===== config.mk =====
export PLATFORM = sky130hd
export DESIGN_NAME = wb_cache_ctrl
export DESIGN_NICKNAME = d
export VERILOG_FILES = /design/src/rtl/wbc_pkg.sv /design/src/rtl/wbc_tag_match.sv /design/src/rtl/wbc_victim_sel.sv /design/src/rtl/wb_cache_ctrl.sv
export SDC_FILE = /design/constraint.sdc
export NUM_CORES = 1
export LEC_CHECK = 0
export BUFFER_PORTS_ARGS = -buffer_cell sky130_fd_sc_hd__buf_2
export CAP_MARGIN = 20
export CELL_PAD_IN_SITES_DETAIL_PLACEMENT = 1
export CELL_PAD_IN_SITES_GLOBAL_PLACEMENT = 2
export CORE_MARGIN = 3
export CORE_UTILIZATION = 39
export CTS_BUF_LIST = sky130_fd_sc_hd__clkbuf_8
export DETAILED_ROUTE_END_ITERATION = 12
export PLACE_DENSITY = 0.86
export SYNTH_ARGS = -nofsm -noshare
export SYNTH_HDL_FRONTEND = slang
export SYNTH_SLANG_ARGS = --single-unit

===== constraint.sdc =====
create_clock -name clk -period 2.99 [get_ports clk]
set_input_delay 0.4485 -clock clk [delete_from_list [all_inputs] [get_ports clk]]
set_output_delay 0.4485 -clock clk [all_outputs]
set_load 0.1 [all_outputs]

===== src/rtl/wbc_pkg.sv =====
package wbc_pkg;

    typedef enum logic [1:0] {
        ST_IDLE   = 2'd0,
        ST_LOOKUP = 2'd1,
        ST_WBACK  = 2'd2,
        ST_FILL   = 2'd3
    } wbc_state_e;

endpackage


===== src/rtl/wbc_tag_match.sv =====
module wbc_tag_match #(
    parameter int NLINES = 2,
    parameter int TAG_W  = 3,
    localparam int IDX_W = (NLINES > 1) ? $clog2(NLINES) : 1
) (
    input  logic                          clk,
    input  logic                          rst_n,
    input  logic [NLINES-1:0]             vld,
    input  logic [NLINES-1:0][TAG_W-1:0]  tags,
    input  logic [TAG_W-1:0]              req_tag,
    output logic                          hit_any,
    output logic [IDX_W-1:0]              hit_idx
);

    logic [NLINES-1:0] hit_vec;

    for (genvar g = 0; g < NLINES; g++) begin : g_cmp
        assign hit_vec[g] = vld[g] && (tags[g] == req_tag);
    end

    always_comb begin
        hit_idx = '0;
        for (int i = NLINES - 1; i >= 0; i--) begin
            if (hit_vec[i]) hit_idx = IDX_W'(i);
        end
    end

    assign hit_any = |hit_vec;

    // A block may be resident in at most one line
    assert_single_hit_R2: assert property (@(posedge clk) disable iff (!rst_n)
        $onehot0(hit_vec));

endmodule


===== src/rtl/wbc_victim_sel.sv =====
module wbc_victim_sel #(
    parameter int NLINES = 2,
    localparam int IDX_W = (NLINES > 1) ? $clog2(NLINES) : 1
) (
    input  logic              clk,
    input  logic              rst_n,
    input  logic [NLINES-1:0] vld,
    input  logic [IDX_W-1:0]  rr_ptr,
    output logic [IDX_W-1:0]  vic_idx
);

    logic             any_free;
    logic [IDX_W-1:0] free_idx;

    always_comb begin
        any_free = 1'b0;
        free_idx = '0;
        for (int i = NLINES - 1; i >= 0; i--) begin
            if (!vld[i]) begin
                any_free = 1'b1;
                free_idx = IDX_W'(i);
            end
        end
        vic_idx = any_free ? free_idx : rr_ptr;
    end

    assert_empty_first_R4: assert property (@(posedge clk) disable iff (!rst_n)
        (vld != {NLINES{1'b1}}) |-> !vld[vic_idx]);

    assert_rr_when_full_R5: assert property (@(posedge clk) disable iff (!rst_n)
        (vld == {NLINES{1'b1}}) |-> (vic_idx == rr_ptr));

endmodule


===== src/rtl/wb_cache_ctrl.sv =====
module wb_cache_ctrl
    import wbc_pkg::*;
#(
    parameter int ADDR_W = 4,
    parameter int OFF_W  = 1,
    parameter int NLINES = 2,
    parameter int BYTE_W = 8,
    parameter int CNT_W  = 16,
    localparam int TAG_W = ADDR_W - OFF_W,
    localparam int BPB   = 1 << OFF_W,
    localparam int BLK_W = BPB * BYTE_W,
    localparam int IDX_W = (NLINES > 1) ? $clog2(NLINES) : 1
) (
    input  logic              clk,
    input  logic              rst_n,
    input  logic              cpu_req,
    input  logic              cpu_we,
    input  logic [ADDR_W-1:0] cpu_addr,
    input  logic [BYTE_W-1:0] cpu_wdata,
    output logic              cpu_ready,
    output logic              cpu_done,
    output logic              cpu_hit,
    output logic [BYTE_W-1:0] cpu_rdata,
    output logic              mem_req,
    output logic              mem_we,
    output logic [TAG_W-1:0]  mem_addr,
    output logic [BLK_W-1:0]  mem_wdata,
    input  logic              mem_ack,
    input  logic [BLK_W-1:0]  mem_rdata,
    output logic [CNT_W-1:0]  mem_wr_count
);

    typedef struct packed {
        wbc_state_e                        st;
        logic [NLINES-1:0]                 vld;
        logic [NLINES-1:0]                 dty;
        logic [NLINES-1:0][TAG_W-1:0]      tag;
        logic [NLINES-1:0][BLK_W-1:0]      blk;
        logic [IDX_W-1:0]                  rr;
        logic [IDX_W-1:0]                  vic;
        logic [ADDR_W-1:0]                 addr;
        logic                              we;
        logic [BYTE_W-1:0]                 wd;
        logic                              done;
        logic                              hit;
        logic [BYTE_W-1:0]                 rd;
        logic [CNT_W-1:0]                  wcnt;
    } ctl_t;

    ctl_t c_d, c_q;

    logic [TAG_W-1:0] req_tag;
    logic [OFF_W-1:0] req_off;
    logic             hit_any;
    logic [IDX_W-1:0] hit_idx;
    logic [IDX_W-1:0] vic_idx;
    logic [IDX_W-1:0] rr_next;

    assign req_tag = c_q.addr[ADDR_W-1:OFF_W];
    assign req_off = c_q.addr[OFF_W-1:0];

    wbc_tag_match #(.NLINES(NLINES), .TAG_W(TAG_W)) u_match (
        .clk     (clk),
        .rst_n   (rst_n),
        .vld     (c_q.vld),
        .tags    (c_q.tag),
        .req_tag (req_tag),
        .hit_any (hit_any),
        .hit_idx (hit_idx)
    );

    wbc_victim_sel #(.NLINES(NLINES)) u_victim (
        .clk     (clk),
        .rst_n   (rst_n),
        .vld     (c_q.vld),
        .rr_ptr  (c_q.rr),
        .vic_idx (vic_idx)
    );

    // Pointer advances to the line after the one just filled
    assign rr_next = (int'(c_q.vic) == NLINES - 1) ? '0 : c_q.vic + 1'b1;

    always_comb begin
        c_d      = c_q;
        c_d.done = 1'b0;
        unique case (c_q.st)
            ST_IDLE: begin
                if (cpu_req) begin
                    c_d.addr = cpu_addr;
                    c_d.we   = cpu_we;
                    c_d.wd   = cpu_wdata;
                    c_d.st   = ST_LOOKUP;
                end
            end
            ST_LOOKUP: begin
                if (hit_any) begin
                    if (c_q.we) begin
                        c_d.blk[hit_idx][int'(req_off)*BYTE_W +: BYTE_W] = c_q.wd;
                        c_d.dty[hit_idx] = 1'b1;
                        c_d.rd           = c_q.wd;
                    end else begin
                        c_d.rd = c_q.blk[hit_idx][int'(req_off)*BYTE_W +: BYTE_W];
                    end
                    c_d.hit  = 1'b1;
                    c_d.done = 1'b1;
                    c_d.st   = ST_IDLE;
                end else begin
                    c_d.vic = vic_idx;
                    c_d.hit = 1'b0;
                    if (c_q.vld[vic_idx] && c_q.dty[vic_idx]) begin
                        c_d.st = ST_WBACK;
                    end else begin
                        c_d.vld[vic_idx] = 1'b0;
                        c_d.st           = ST_FILL;
                    end
                end
            end
            ST_WBACK: begin
                if (mem_ack) begin
                    c_d.vld[c_q.vic] = 1'b0;
                    c_d.dty[c_q.vic] = 1'b0;
                    c_d.wcnt         = c_q.wcnt + 1'b1;
                    c_d.st           = ST_FILL;
                end
            end
            ST_FILL: begin
                if (mem_ack) begin
                    c_d.blk[c_q.vic] = mem_rdata;
                    c_d.tag[c_q.vic] = req_tag;
                    c_d.vld[c_q.vic] = 1'b1;
                    c_d.dty[c_q.vic] = 1'b0;
                    if (c_q.we) begin
                        c_d.blk[c_q.vic][int'(req_off)*BYTE_W +: BYTE_W] = c_q.wd;
                        c_d.dty[c_q.vic] = 1'b1;
                        c_d.rd           = c_q.wd;
                    end else begin
                        c_d.rd = mem_rdata[int'(req_off)*BYTE_W +: BYTE_W];
                    end
                    c_d.rr   = rr_next;
                    c_d.done = 1'b1;
                    c_d.st   = ST_IDLE;
                end
            end
            default: c_d.st = ST_IDLE;
        endcase
    end

    always_ff @(posedge clk) begin
        if (!rst_n) c_q <= '0;
        else        c_q <= c_d;
    end

    assign cpu_ready    = (c_q.st == ST_IDLE);
    assign cpu_done     = c_q.done;
    assign cpu_hit      = c_q.hit;
    assign cpu_rdata    = c_q.rd;
    assign mem_req      = (c_q.st == ST_WBACK) || (c_q.st == ST_FILL);
    assign mem_we       = (c_q.st == ST_WBACK);
    assign mem_addr     = (c_q.st == ST_WBACK) ? c_q.tag[c_q.vic] : req_tag;
    assign mem_wdata    = c_q.blk[c_q.vic];
    assign mem_wr_count = c_q.wcnt;

    assert_wback_dirty_R7: assert property (@(posedge clk) disable iff (!rst_n)
        (c_q.st == ST_WBACK) |-> (c_q.vld[c_q.vic] && c_q.dty[c_q.vic]));

    assert_wcnt_step_R7: assert property (@(posedge clk) disable iff (!rst_n)
        (mem_req && mem_we && mem_ack) |=> (mem_wr_count == CNT_W'($past(mem_wr_count) + 1'b1)));

    assert_hit_quiet_R3: assert property (@(posedge clk) disable iff (!rst_n)
        ((c_q.st == ST_LOOKUP) && hit_any) |=> (!mem_req && $stable(mem_wr_count)));

    assert_req_hold_R10: assert property (@(posedge clk) disable iff (!rst_n)
        (mem_req && !mem_ack) |=> (mem_req && $stable(mem_addr) && $stable(mem_we)));

    assert_done_pulse_R11: assert property (@(posedge clk) disable iff (!rst_n)
        cpu_done |=> !cpu_done);

    assert_ready_idle_R11: assert property (@(posedge clk) disable iff (!rst_n)
        cpu_ready |-> !mem_req);

endmodule


==> results of run 1 <==
-- flip-flops by register name, summed over array words and instances (netlist names), named ones only --
signal        flops
mem_wr_count     16
cpu_hit           1
c_q              58
cpu_rdata         8
cpu_done          1
-- cell type report --
class                      instances  area share
tap                              180      0.0353
multi-input combinational        501       0.564
timing repair buffer              99      0.0941
clock buffer                       9      0.0194
clock inverter                     7      0.0178
sequential                        85       0.267
inverter                           4     0.00235
-- final timing paths --
check	end	slack, ns
min reg2reg	c_q[79]$_SDFFE_PN0P_	0.49
max	mem_wdata[10]	0.53
max reg2reg	cpu_rdata[6]$_SDFFE_PN0P_	0.53
min	c_q[36]$_SDFFE_PN0P_	0.31
-- cells by family after synthesis --
group,share of synthesized area
compound gates,0.229
xor+xnor,0.0398
fa+ha+maj,0.00215
buf+inv,0.0897
flops,0.293
mux,0.183
simple gates,0.164
-- cells in the mapped netlist, types with 7 or more instances --
| master | number | share of area |
|---|---|---|
| sky130_fd_sc_hd__buf_1 | 9 | 0.0058 |
| sky130_fd_sc_hd__mux2i_1 | 60 | 0.10 |
| sky130_fd_sc_hd__and2_1 | 14 | 0.015 |
| sky130_fd_sc_hd__buf_2 | 18 | 0.015 |
| sky130_fd_sc_hd__xor2_1 | 8 | 0.012 |
| sky130_fd_sc_hd__o22ai_1 | 17 | 0.018 |
| sky130_fd_sc_hd__a21boi_0 | 22 | 0.028 |
| sky130_fd_sc_hd__nor2_1 | 26 | 0.017 |
| sky130_fd_sc_hd__a22o_1 | 8 | 0.012 |
| sky130_fd_sc_hd__a21o_1 | 8 | 0.010 |
| sky130_fd_sc_hd__clkbuf_1 | 29 | 0.019 |
| sky130_fd_sc_hd__mux2_2 | 25 | 0.048 |
| sky130_fd_sc_hd__nand3_1 | 14 | 0.012 |
| sky130_fd_sc_hd__o311a_1 | 16 | 0.028 |
| sky130_fd_sc_hd__o21ai_0 | 51 | 0.044 |
| sky130_fd_sc_hd__o21bai_1 | 8 | 0.010 |
| sky130_fd_sc_hd__nor2b_1 | 8 | 0.0086 |
| sky130_fd_sc_hd__a211oi_1 | 16 | 0.021 |
| sky130_fd_sc_hd__mux4_2 | 8 | 0.031 |
| sky130_fd_sc_hd__buf_4 | 26 | 0.034 |
| sky130_fd_sc_hd__a21oi_1 | 26 | 0.022 |
| sky130_fd_sc_hd__nand2_1 | 104 | 0.067 |
| sky130_fd_sc_hd__buf_6 | 7 | 0.014 |
| sky130_fd_sc_hd__dfxtp_1 | 85 | 0.29 |
-- power by group through the flow --
stage | clock [W] | combinational, W | sequential [W]
floorplan | 0 | 0.000408 | 0.00121
global placement | 0 | 0.000523 | 0.00124
finish | 0.00101 | 0.000534 | 0.00122
global route | 0.00109 | 0.000572 | 0.00123
CTS | 0.00103 | 0.000535 | 0.00122
detailed placement | 0 | 0.000534 | 0.00125
-- worst min-delay path, stage by stage --
cell,delay [ns]
sky130_fd_sc_hd__buf_2,0.10
sky130_fd_sc_hd__nand2_1,0.04
sky130_fd_sc_hd__a21boi_0,0.06
-- per-layer routing --
metal | share of wire | up-vias | wire [um]
met3 | 0.040 | 17 | 720
met4 | 0.015 | 0 | 264
met1 | 0.48 | 2568 | 8780
met5 | 0 | - | 0
met2 | 0.46 | 126 | 8410
li1 | - | 2445 | -
-- stage by stage --
step                      hold WS, ns  setup slack, ns  instance area [um2]  utilization
after floorplan                 0.442            0.266                 5830            -
after global placement          0.459            0.642                 6150        0.433
after detailed placement        0.476            0.588                 6150        0.433
after CTS                       0.300            0.529                 6380        0.450
after global routing            0.325            0.417                 6380        0.450
final                           0.306            0.528                 6380        0.450
==> report_table.html, run 1 <==
<table>
<tr><th>Metric</th><th>Value</th></tr>
<tr><th colspan="2">Power</th></tr>
<tr><td>Static leakage</td><td>2.63 nW</td></tr>
<tr><td>Clock network fraction of design power</td><td>0.367</td></tr>
<tr><td>Combinational cell fraction of total power</td><td>0.193</td></tr>
<tr><td>Worst VDD drop</td><td>about 0.28 mV</td></tr>
<tr><td>Internal portion of total power</td><td>0.00187 W</td></tr>
<tr><td>Net switching power</td><td>0.000897 W</td></tr>
<tr><td>Switching share of total power</td><td>0.324</td></tr>
<tr><td>PD cells</td><td>about 430 nW/um2</td></tr>
<tr><td>Register share of total power</td><td>0.441</td></tr>
<tr><td>Design Power</td><td>~0.0028 W</td></tr>
<tr><th colspan="2">Floorplan</th></tr>
<tr><td>Std-Cell Rows</td><td>43</td></tr>
<tr><td>X dimension of the die</td><td>about 130 um</td></tr>
<tr><td>Floorplan die area</td><td>16400 um2</td></tr>
<tr><td>Vertical die dimension</td><td>128 um</td></tr>
<tr><td>Initial core utilization</td><td>0.409</td></tr>
<tr><td>Total core area</td><td>14200 um2</td></tr>
<tr><td>Ports placed on the boundary</td><td>81</td></tr>
<tr><th colspan="2">STA</th></tr>
<tr><td>Final count of negative-setup-slack endpoints</td><td>0</td></tr>
<tr><td>Period minus WS final</td><td>2.46 ns</td></tr>
<tr><td>Pin slew with the least headroom to its limit</td><td>0.867 ns</td></tr>
<tr><td>Achievable clock frequency</td><td>a little over 400 MHz</td></tr>
<tr><td>Crit share post-route</td><td>0.824</td></tr>
<tr><td>Headroom to the max-slew limit</td><td>0.421</td></tr>
<tr><td>Sum of negative setup slack</td><td>0 ns</td></tr>
<tr><td>Final Hold Vio Count</td><td>0</td></tr>
<tr><td>Max Clock Skew</td><td>~0.011 ns</td></tr>
<tr><td>RSZ-0062 raised after global routing</td><td>no</td></tr>
<tr><td>Final Max Slew Viols</td><td>0</td></tr>
<tr><th colspan="2">Synthesis</th></tr>
<tr><td>Post-synthesis cell type count</td><td>57</td></tr>
<tr><td>Synthesized net count</td><td>slightly above 700</td></tr>
<tr><td>Flip-flop and latch count after synthesis</td><td>85</td></tr>
<tr><td>Dominant register cell in the synthesized netlist</td><td>sky130_fd_sc_hd__dfxtp_1</td></tr>
<tr><td>Cells after synthesis</td><td>679</td></tr>
<tr><td>Post-synthesis average cell area</td><td>8.56 um2</td></tr>
<tr><td>Count of flip-flops with a built-in enable after synthesis</td><td>0</td></tr>
<tr><td>Total standard cell area after synthesis</td><td>5820 um2</td></tr>
<tr><td>Portion of the post-synthesis area used by sequential elements</td><td>0.293</td></tr>
<tr><td>Proportion of register bits with asynchronous set or reset after synthesis</td><td>0</td></tr>
<tr><td>Yosys warnings</td><td>0</td></tr>
<tr><th colspan="2">Setup path</th></tr>
<tr><td>Critical-path cell with the highest stage delay</td><td>sky130_fd_sc_hd__dfxtp_2</td></tr>
<tr><td>Cell breakdown of the critical path</td><td>buf_12 &gt; mux2_2 &gt; buf_2</td></tr>
<tr><td>Critical path's largest stage delay</td><td>0.58 ns</td></tr>
<tr><td>Critical Path End Type</td><td>primary output</td></tr>
<tr><td>Type of the worst setup path</td><td>reg -&gt; out</td></tr>
<tr><td>Critical path depth</td><td>3</td></tr>
<tr><td>Type of element launching the critical path</td><td>flop</td></tr>
<tr><td>Depth of the worst register-to-register path</td><td>5</td></tr>
<tr><td>Max FO, Critical Path</td><td>42</td></tr>
<tr><td>Reg-to-Reg Start</td><td>c_q[83]$_SDFFE_PN0P_</td></tr>
<tr><td>CP Data Required Time</td><td>2.54 ns</td></tr>
<tr><td>Critical path startpoint</td><td>c_q[39]$_SDFFE_PN0P_</td></tr>
<tr><td>Worst Path Arrival</td><td>2.01 ns</td></tr>
<tr><td>Buf/Inv on CP</td><td>2</td></tr>
<tr><td>Worst path top cell family by delay</td><td>buffers and inverters</td></tr>
<tr><th colspan="2">Clocking</th></tr>
<tr><td>TritonCTS clock tree</td><td>built</td></tr>
<tr><td>Clock root buffer master</td><td>sky130_fd_sc_hd__clkbuf_8</td></tr>
<tr><td>Clk Latency, worst-skew pair</td><td>0.39 ns</td></tr>
<tr><td>TritonCTS sink count</td><td>85</td></tr>
<tr><td>Clock-pin slew on the worst setup and hold paths</td><td>0.09 ns</td></tr>
<tr><td>Post-CTS resize count</td><td>0</td></tr>
<tr><td>Total number of H-tree levels</td><td>3</td></tr>
<tr><td>Num CTS Buffers</td><td>9</td></tr>
<tr><td>Maximum buffer depth of the clock tree</td><td>2</td></tr>
<tr><td>CTS Hold Bufs</td><td>0</td></tr>
<tr><td># Post-CTS Setup Buffers</td><td>0</td></tr>
<tr><th colspan="2">GRT</th></tr>
<tr><td>Overall routing resource usage</td><td>0.224</td></tr>
<tr><td>Largest net degree at the start of global routing</td><td>43</td></tr>
<tr><td>Met3 usage in global routing</td><td>0.0325</td></tr>
<tr><td>Layer with the highest usage</td><td>met2</td></tr>
<tr><td>Met2 global-route usage</td><td>0.363</td></tr>
<tr><td>Number of antenna violations at the first check in global routing</td><td>0</td></tr>
<tr><td>Wire length of the first global-routing pass</td><td>29000 um</td></tr>
<tr><td>Vias in the first global route</td><td>5236</td></tr>
<tr><td>Total congestion overflow</td><td>0</td></tr>
<tr><td>Global-route track usage on met1</td><td>0.312</td></tr>
<tr><th colspan="2">Placement</th></tr>
<tr><td>GP Congestion</td><td>0.828</td></tr>
<tr><td># port buffers</td><td>80</td></tr>
<tr><td>Placed wire-length estimate after detailed placement</td><td>12800 um</td></tr>
<tr><td>Number of instances in the placed design</td><td>869</td></tr>
<tr><th colspan="2">Final layout</th></tr>
<tr><td>Most common cell after layout, fill and taps aside</td><td>sky130_fd_sc_hd__nand2_1</td></tr>
<tr><td>Layout cells sized above 1</td><td>0.244</td></tr>
<tr><td>Number of nets in the layout</td><td>734</td></tr>
<tr><td>Synth-to-Final Area Change</td><td>9.79%</td></tr>
<tr><td>Sequential Area</td><td>1700 um2</td></tr>
<tr><td>Antenna diode instance count</td><td>0</td></tr>
<tr><td>Number of fillers in the final layout</td><td>1691</td></tr>
<tr><td>Count of placed standard cells in the final layout, fillers left out</td><td>885</td></tr>
<tr><td>Footprint of the multi-input gates</td><td>3600 um2</td></tr>
<tr><td>Commonest cells after routing, fill and taps aside</td><td>sky130_fd_sc_hd__nand2_1, sky130_fd_sc_hd__dfxtp_1, sky130_fd_sc_hd__buf_2</td></tr>
<tr><th colspan="2">Route</th></tr>
<tr><td>Antenna-violating nets left</td><td>0</td></tr>
<tr><td>Iteration-0 DRC count of the detailed router</td><td>roughly 400</td></tr>
<tr><td>Routed len/inst</td><td>20.5 um</td></tr>
<tr><td>Via count normalized by instance count</td><td>5.83</td></tr>
<tr><td>Detailed-route via count</td><td>5156</td></tr>
<tr><td>Final WL</td><td>~18000 um</td></tr>
<tr><td>First-pass detailed-route iteration total</td><td>5</td></tr>
<tr><td>DRC errors left</td><td>0</td></tr>
<tr><th colspan="2">Min path</th></tr>
<tr><td>Min-delay worst type</td><td>in -&gt; reg</td></tr>
<tr><td>Launch instance of the worst min-delay path</td><td>cpu_addr[1]</td></tr>
<tr><td>Hold Path Depth</td><td>3</td></tr>
<tr><th colspan="2">Flow run</th></tr>
<tr><td>Reported max-cap violation count</td><td>0</td></tr>
<tr><th colspan="2">Status</th></tr>
<tr><td>Result of the run</td><td>finished, final reports clean</td></tr>
</table>
(Power assumes the default switching activity.)
==> inputs of run 2 (changes only) <==
--- a/config.mk
+++ b/config.mk
@@ -5,15 +5,16 @@
 export SDC_FILE = /design/constraint.sdc
 export NUM_CORES = 1
 export LEC_CHECK = 0
+export ABC_AREA = 1
 export BUFFER_PORTS_ARGS = -buffer_cell sky130_fd_sc_hd__buf_2
 export CAP_MARGIN = 20
 export CELL_PAD_IN_SITES_DETAIL_PLACEMENT = 1
 export CELL_PAD_IN_SITES_GLOBAL_PLACEMENT = 2
 export CORE_MARGIN = 3
-export CORE_UTILIZATION = 39
+export CORE_UTILIZATION = 29
 export CTS_BUF_LIST = sky130_fd_sc_hd__clkbuf_8
 export DETAILED_ROUTE_END_ITERATION = 12
-export PLACE_DENSITY = 0.86
+export PLACE_DENSITY = 0.77
 export SYNTH_ARGS = -nofsm -noshare
 export SYNTH_HDL_FRONTEND = slang
 export SYNTH_SLANG_ARGS = --single-unit
==> constraint.sdc (replaced) <==
create_clock -name clk -period 2.1 [get_ports clk]
set_input_delay 0.315 -clock clk [delete_from_list [all_inputs] [get_ports clk]]
set_output_delay 0.315 -clock clk [all_outputs]
set_load 0.1 [all_outputs]
==> run 2 against run 1 <==
Via count is 20% higher. Global-route usage down 2.2 points. Clock skew up 0.0011 ns. Core utilization down 8.5 points. Combinational power grew to 3.3 times the previous value. Sequential share of layout area down 1.9 points. Area after synthesis shrank 3.0%. Hold slack got worse by 0.10 ns.
==> report_table.html, run 2 <==
<table>
<tr><th>Metric</th><th>Value</th></tr>
<tr><th colspan="2">Synthesis</th></tr>
<tr><td>Yosys warnings</td><td>0 (unchanged)</td></tr>
<tr><td>Most frequent cell after synthesis</td><td>sky130_fd_sc_hd__nand2_1</td></tr>
<tr><td>Flip-flop and latch count after synthesis</td><td>85 (unchanged)</td></tr>
<tr><td>Dominant register cell in the synthesized netlist</td><td>sky130_fd_sc_hd__dfxtp_1</td></tr>
<tr><td>Count of flip-flops with a built-in enable after synthesis</td><td>0 (unchanged)</td></tr>
<tr><td>Post-synthesis cell type count</td><td>36 (-37%)</td></tr>
<tr><td>Top-area cell type share of the netlist area</td><td>0.302 (+0.00909)</td></tr>
<tr><td>Cells after synthesis</td><td>901 (+33%)</td></tr>
<tr><td>Portion of the post-synthesis area used by sequential elements</td><td>0.302 (+0.00909)</td></tr>
<tr><td>Total standard cell area after synthesis</td><td>5640 um2 (-3.0%)</td></tr>
<tr><td>Proportion of register bits with asynchronous set or reset after synthesis</td><td>0 (unchanged)</td></tr>
<tr><td>Top cells by area, synth</td><td>sky130_fd_sc_hd__dfxtp_1, sky130_fd_sc_hd__nand2_1, sky130_fd_sc_hd__o211ai_1</td></tr>
<tr><td>Post-synthesis average cell area</td><td>6.26 um2 (-27%)</td></tr>
<tr><td>Synthesized net count</td><td>935 (+31%)</td></tr>
<tr><td>Post-synth top cells</td><td>sky130_fd_sc_hd__nand2_1, sky130_fd_sc_hd__nor2_1, sky130_fd_sc_hd__o21ai_0</td></tr>
<tr><td>Top cell type by total area after synthesis</td><td>sky130_fd_sc_hd__dfxtp_1</td></tr>
<tr><th colspan="2">Final layout</th></tr>
<tr><td>Count of placed standard cells in the final layout, fillers left out</td><td>1210 (+37%)</td></tr>
<tr><td>Synth-to-Final Area Change</td><td>22.2%</td></tr>
<tr><td>Number of fillers in the final layout</td><td>2493 (+47%)</td></tr>
<tr><td>Number of nets in the layout</td><td>979 (+33%)</td></tr>
<tr><td>Share of the core filled with cells</td><td>0.365 (-0.0846)</td></tr>
<tr><td>Footprint of the multi-input gates</td><td>3330 um2 (-7.5%)</td></tr>
<tr><td>Max FFs per register</td><td>58 (unchanged)</td></tr>
<tr><td>Top register by number of flip-flops</td><td>c_q</td></tr>
<tr><td>Most common cell after layout, fill and taps aside</td><td>sky130_fd_sc_hd__nand2_1</td></tr>
<tr><td>Antenna diode instance count</td><td>0 (unchanged)</td></tr>
<tr><td>Sequential Area</td><td>1710 um2 (+0.37%)</td></tr>
<tr><td>Layout cells sized above 1</td><td>0.189 (-0.0545)</td></tr>
<tr><td>Commonest cells after routing, fill and taps aside</td><td>sky130_fd_sc_hd__nand2_1, sky130_fd_sc_hd__nor2_1, sky130_fd_sc_hd__dfxtp_1</td></tr>
<tr><th colspan="2">Floorplan</th></tr>
<tr><td>Floorplan die area</td><td>21200 um2 (+29%)</td></tr>
<tr><td>Ports placed on the boundary</td><td>81 (unchanged)</td></tr>
<tr><td>Vertical die dimension</td><td>145 um (+14%)</td></tr>
<tr><td>Std-Cell Rows</td><td>50 (+16%)</td></tr>
<tr><td>Initial core utilization</td><td>0.299 (-0.111)</td></tr>
<tr><td>Total core area</td><td>18900 um2 (+33%)</td></tr>
<tr><td>X dimension of the die</td><td>145 um (+14%)</td></tr>
<tr><th colspan="2">Setup path</th></tr>
<tr><td>CP Data Required Time</td><td>1.78 ns (-0.76 ns)</td></tr>
<tr><td>Max FO, Critical Path</td><td>4 (-90%)</td></tr>
<tr><td>Type of element launching the critical path</td><td>flop</td></tr>
<tr><td>Critical Path End Type</td><td>primary output</td></tr>
<tr><td>Type of the worst setup path</td><td>reg -&gt; out</td></tr>
<tr><td>Worst Path Arrival</td><td>1.69 ns (-0.32 ns)</td></tr>
<tr><th colspan="2">STA</th></tr>
<tr><td>Final Max Slew Viols</td><td>0 (unchanged)</td></tr>
<tr><td>Period minus WS final</td><td>2.00 ns</td></tr>
<tr><td>Crit share post-route</td><td>0.954</td></tr>
<tr><td>Max Clock Skew</td><td>0.0121 ns (+0.00112 ns)</td></tr>
<tr><td>Achievable clock frequency</td><td>499 MHz</td></tr>
<tr><td>Final Hold Vio Count</td><td>0 (unchanged)</td></tr>
<tr><td>Final count of negative-setup-slack endpoints</td><td>0 (unchanged)</td></tr>
<tr><td>Pin slew with the least headroom to its limit</td><td>0.641 ns (-0.225 ns)</td></tr>
<tr><td>Final Hold Slack</td><td>0.204 ns (-0.101 ns)</td></tr>
<tr><td>RSZ-0062 raised after global routing</td><td>no</td></tr>
<tr><td>Headroom to the max-slew limit</td><td>0.572 (+0.150)</td></tr>
<tr><td>Sum of negative setup slack</td><td>0 ns (unchanged)</td></tr>
<tr><th colspan="2">Route</th></tr>
<tr><td>Via count normalized by instance count</td><td>5.10 (-12%)</td></tr>
<tr><td>DRC errors left</td><td>0 (unchanged)</td></tr>
<tr><td>Antenna-violating nets left</td><td>0 (unchanged)</td></tr>
<tr><td>First-pass detailed-route iteration total</td><td>5 (unchanged)</td></tr>
<tr><td>Iteration-0 DRC count of the detailed router</td><td>354 (-11%)</td></tr>
<tr><td>Routed len/inst</td><td>18.0 um (-13%)</td></tr>
<tr><td>Detailed-route via count</td><td>6173 (+20%)</td></tr>
<tr><td>Final WL</td><td>21700 um (+20%)</td></tr>
<tr><th colspan="2">Placement</th></tr>
<tr><td>Placed wire-length estimate after detailed placement</td><td>15500 um (+21%)</td></tr>
<tr><td>GP Congestion</td><td>0.794 (-4.1%)</td></tr>
<tr><td># port buffers</td><td>80 (unchanged)</td></tr>
<tr><td>Number of instances in the placed design</td><td>1193 (+37%)</td></tr>
<tr><th colspan="2">GRT</th></tr>
<tr><td>Total congestion overflow</td><td>0 (unchanged)</td></tr>
<tr><td>Wire length of the first global-routing pass</td><td>34200 um (+18%)</td></tr>
<tr><td>Vias in the first global route</td><td>5999 (+15%)</td></tr>
<tr><td>Overall routing resource usage</td><td>0.202 (-0.0223)</td></tr>
<tr><td>Largest net degree at the start of global routing</td><td>66 (+53%)</td></tr>
<tr><td>Number of antenna violations at the first check in global routing</td><td>0 (unchanged)</td></tr>
<tr><th colspan="2">Clocking</th></tr>
<tr><td>Total number of H-tree levels</td><td>3 (unchanged)</td></tr>
<tr><td>Clock-pin slew on the worst setup and hold paths</td><td>0.11 ns (+0.02 ns)</td></tr>
<tr><td>CTS Hold Bufs</td><td>0 (unchanged)</td></tr>
<tr><td>TritonCTS clock tree</td><td>built</td></tr>
<tr><td>Maximum buffer depth of the clock tree</td><td>2 (unchanged)</td></tr>
<tr><td>Num CTS Buffers</td><td>9 (unchanged)</td></tr>
<tr><td>Clock root buffer master</td><td>sky130_fd_sc_hd__clkbuf_8</td></tr>
<tr><td>Clk Latency, worst-skew pair</td><td>0.39 ns (about the same)</td></tr>
<tr><td>TritonCTS sink count</td><td>85 (unchanged)</td></tr>
<tr><th colspan="2">Power</th></tr>
<tr><td>PD cells</td><td>719 nW/um2 (+66%)</td></tr>
<tr><td>Static leakage</td><td>3.07 nW (+17%)</td></tr>
<tr><td>Design Power</td><td>0.00495 W (+79%)</td></tr>
<tr><td>Worst VDD drop</td><td>0.362 mV (+27%)</td></tr>
<tr><th colspan="2">Status</th></tr>
<tr><td>Result of the run</td><td>finished, final reports clean</td></tr>
<tr><th colspan="2">Flow run</th></tr>
<tr><td>Reported max-cap violation count</td><td>0 (unchanged)</td></tr>
<tr><th colspan="2">Min path</th></tr>
<tr><td>Min-delay worst type</td><td>in -&gt; reg</td></tr>
</table>
run 2: cell count changes in the layout (fill, tap and decap cells not counted), sizes merged, moves of 39 or more:
cell and delta:
nor2 +92, o21ai +42, nand3 +39, nand2 +132, mux2i -60, o211ai +67
inv +83
run 2: kinds of logic (layout without fill, tap and decap cells):
family,count (synthesis),count (layout),share of synthesized area
AOI/OAI and AO/OA,233,233,0.248
buffers and inverters,163,211,0.135
adders and majority gates,1,1,0.00222
and+or+nand+nor,418,419,0.311
xor gates and xnor gates,1,1,0.00155
DFF,85,85,0.302
run 2: timing repair:
item	4_1_cts	5_1_grt
pin swaps	0	2
gates resized for setup	2	7
setup endpoints to repair	9	19
gates cloned	0	1
buffers inserted	0	0
run 2: area by class of cell:
cell class	instances	area share
sequential	85	0.248
multi-input combinational	654	0.484
inverter	84	0.0457
tap	260	0.0472
timing repair buffer	111	0.146
clock buffer	9	0.0180
clock inverter	7	0.0116
run 2: power by group:
part           switching [W]  total, W  internal, W  leakage [nW]
combinational        0.00126   0.00177     0.000510          2.28
sequential          0.000176   0.00189      0.00171         0.690
clock               0.000731   0.00130     0.000565        0.0968
run 2: path summary, 6_finish.rpt:
path	start	endpoint	slack, ns	cells past startpoint
max	c_q[83]$_SDFFE_PN0P_	mem_addr[0]	0.1	7
min	cpu_wdata[1]	c_q[27]$_SDFFE_PN0P_	0.20	3
max reg2reg	c_q[37]$_SDFFE_PN0P_	c_q[80]$_SDFFE_PN0P_	0.22	10
min reg2reg	c_q[73]$_SDFFE_PN0P_	c_q[73]$_SDFFE_PN0P_	0.48	2
run 2: stage by stage:
step | instance area, um2 | setup slack (ns)
after floorplan | 5770 | -0.435
after global routing | 6900 | 0.00215
after CTS | 6860 | 0.0167
after global placement | 6650 | 0.160
final | 6900 | 0.0957
after detailed placement | 6650 | 0.0836
run 2: layer usage:
metal,part of all wire,GRT usage,vias up
li1,-,-,3054
met1,0.48,0.292,2928
met2,0.44,0.310,172
met3,0.060,0.0364,19
met4,0.014,0.0518,0
met5,0,0,-
run 2: worst max-delay path, cell delays in order (launching register included):
cell                      delay (ns)
sky130_fd_sc_hd__dfxtp_1        0.38
sky130_fd_sc_hd__buf_4          0.18
sky130_fd_sc_hd__nor2_4         0.10
sky130_fd_sc_hd__inv_2          0.06
sky130_fd_sc_hd__a21oi_1        0.12
sky130_fd_sc_hd__o21ai_0        0.13
sky130_fd_sc_hd__o21ai_2        0.12
sky130_fd_sc_hd__buf_12         0.20
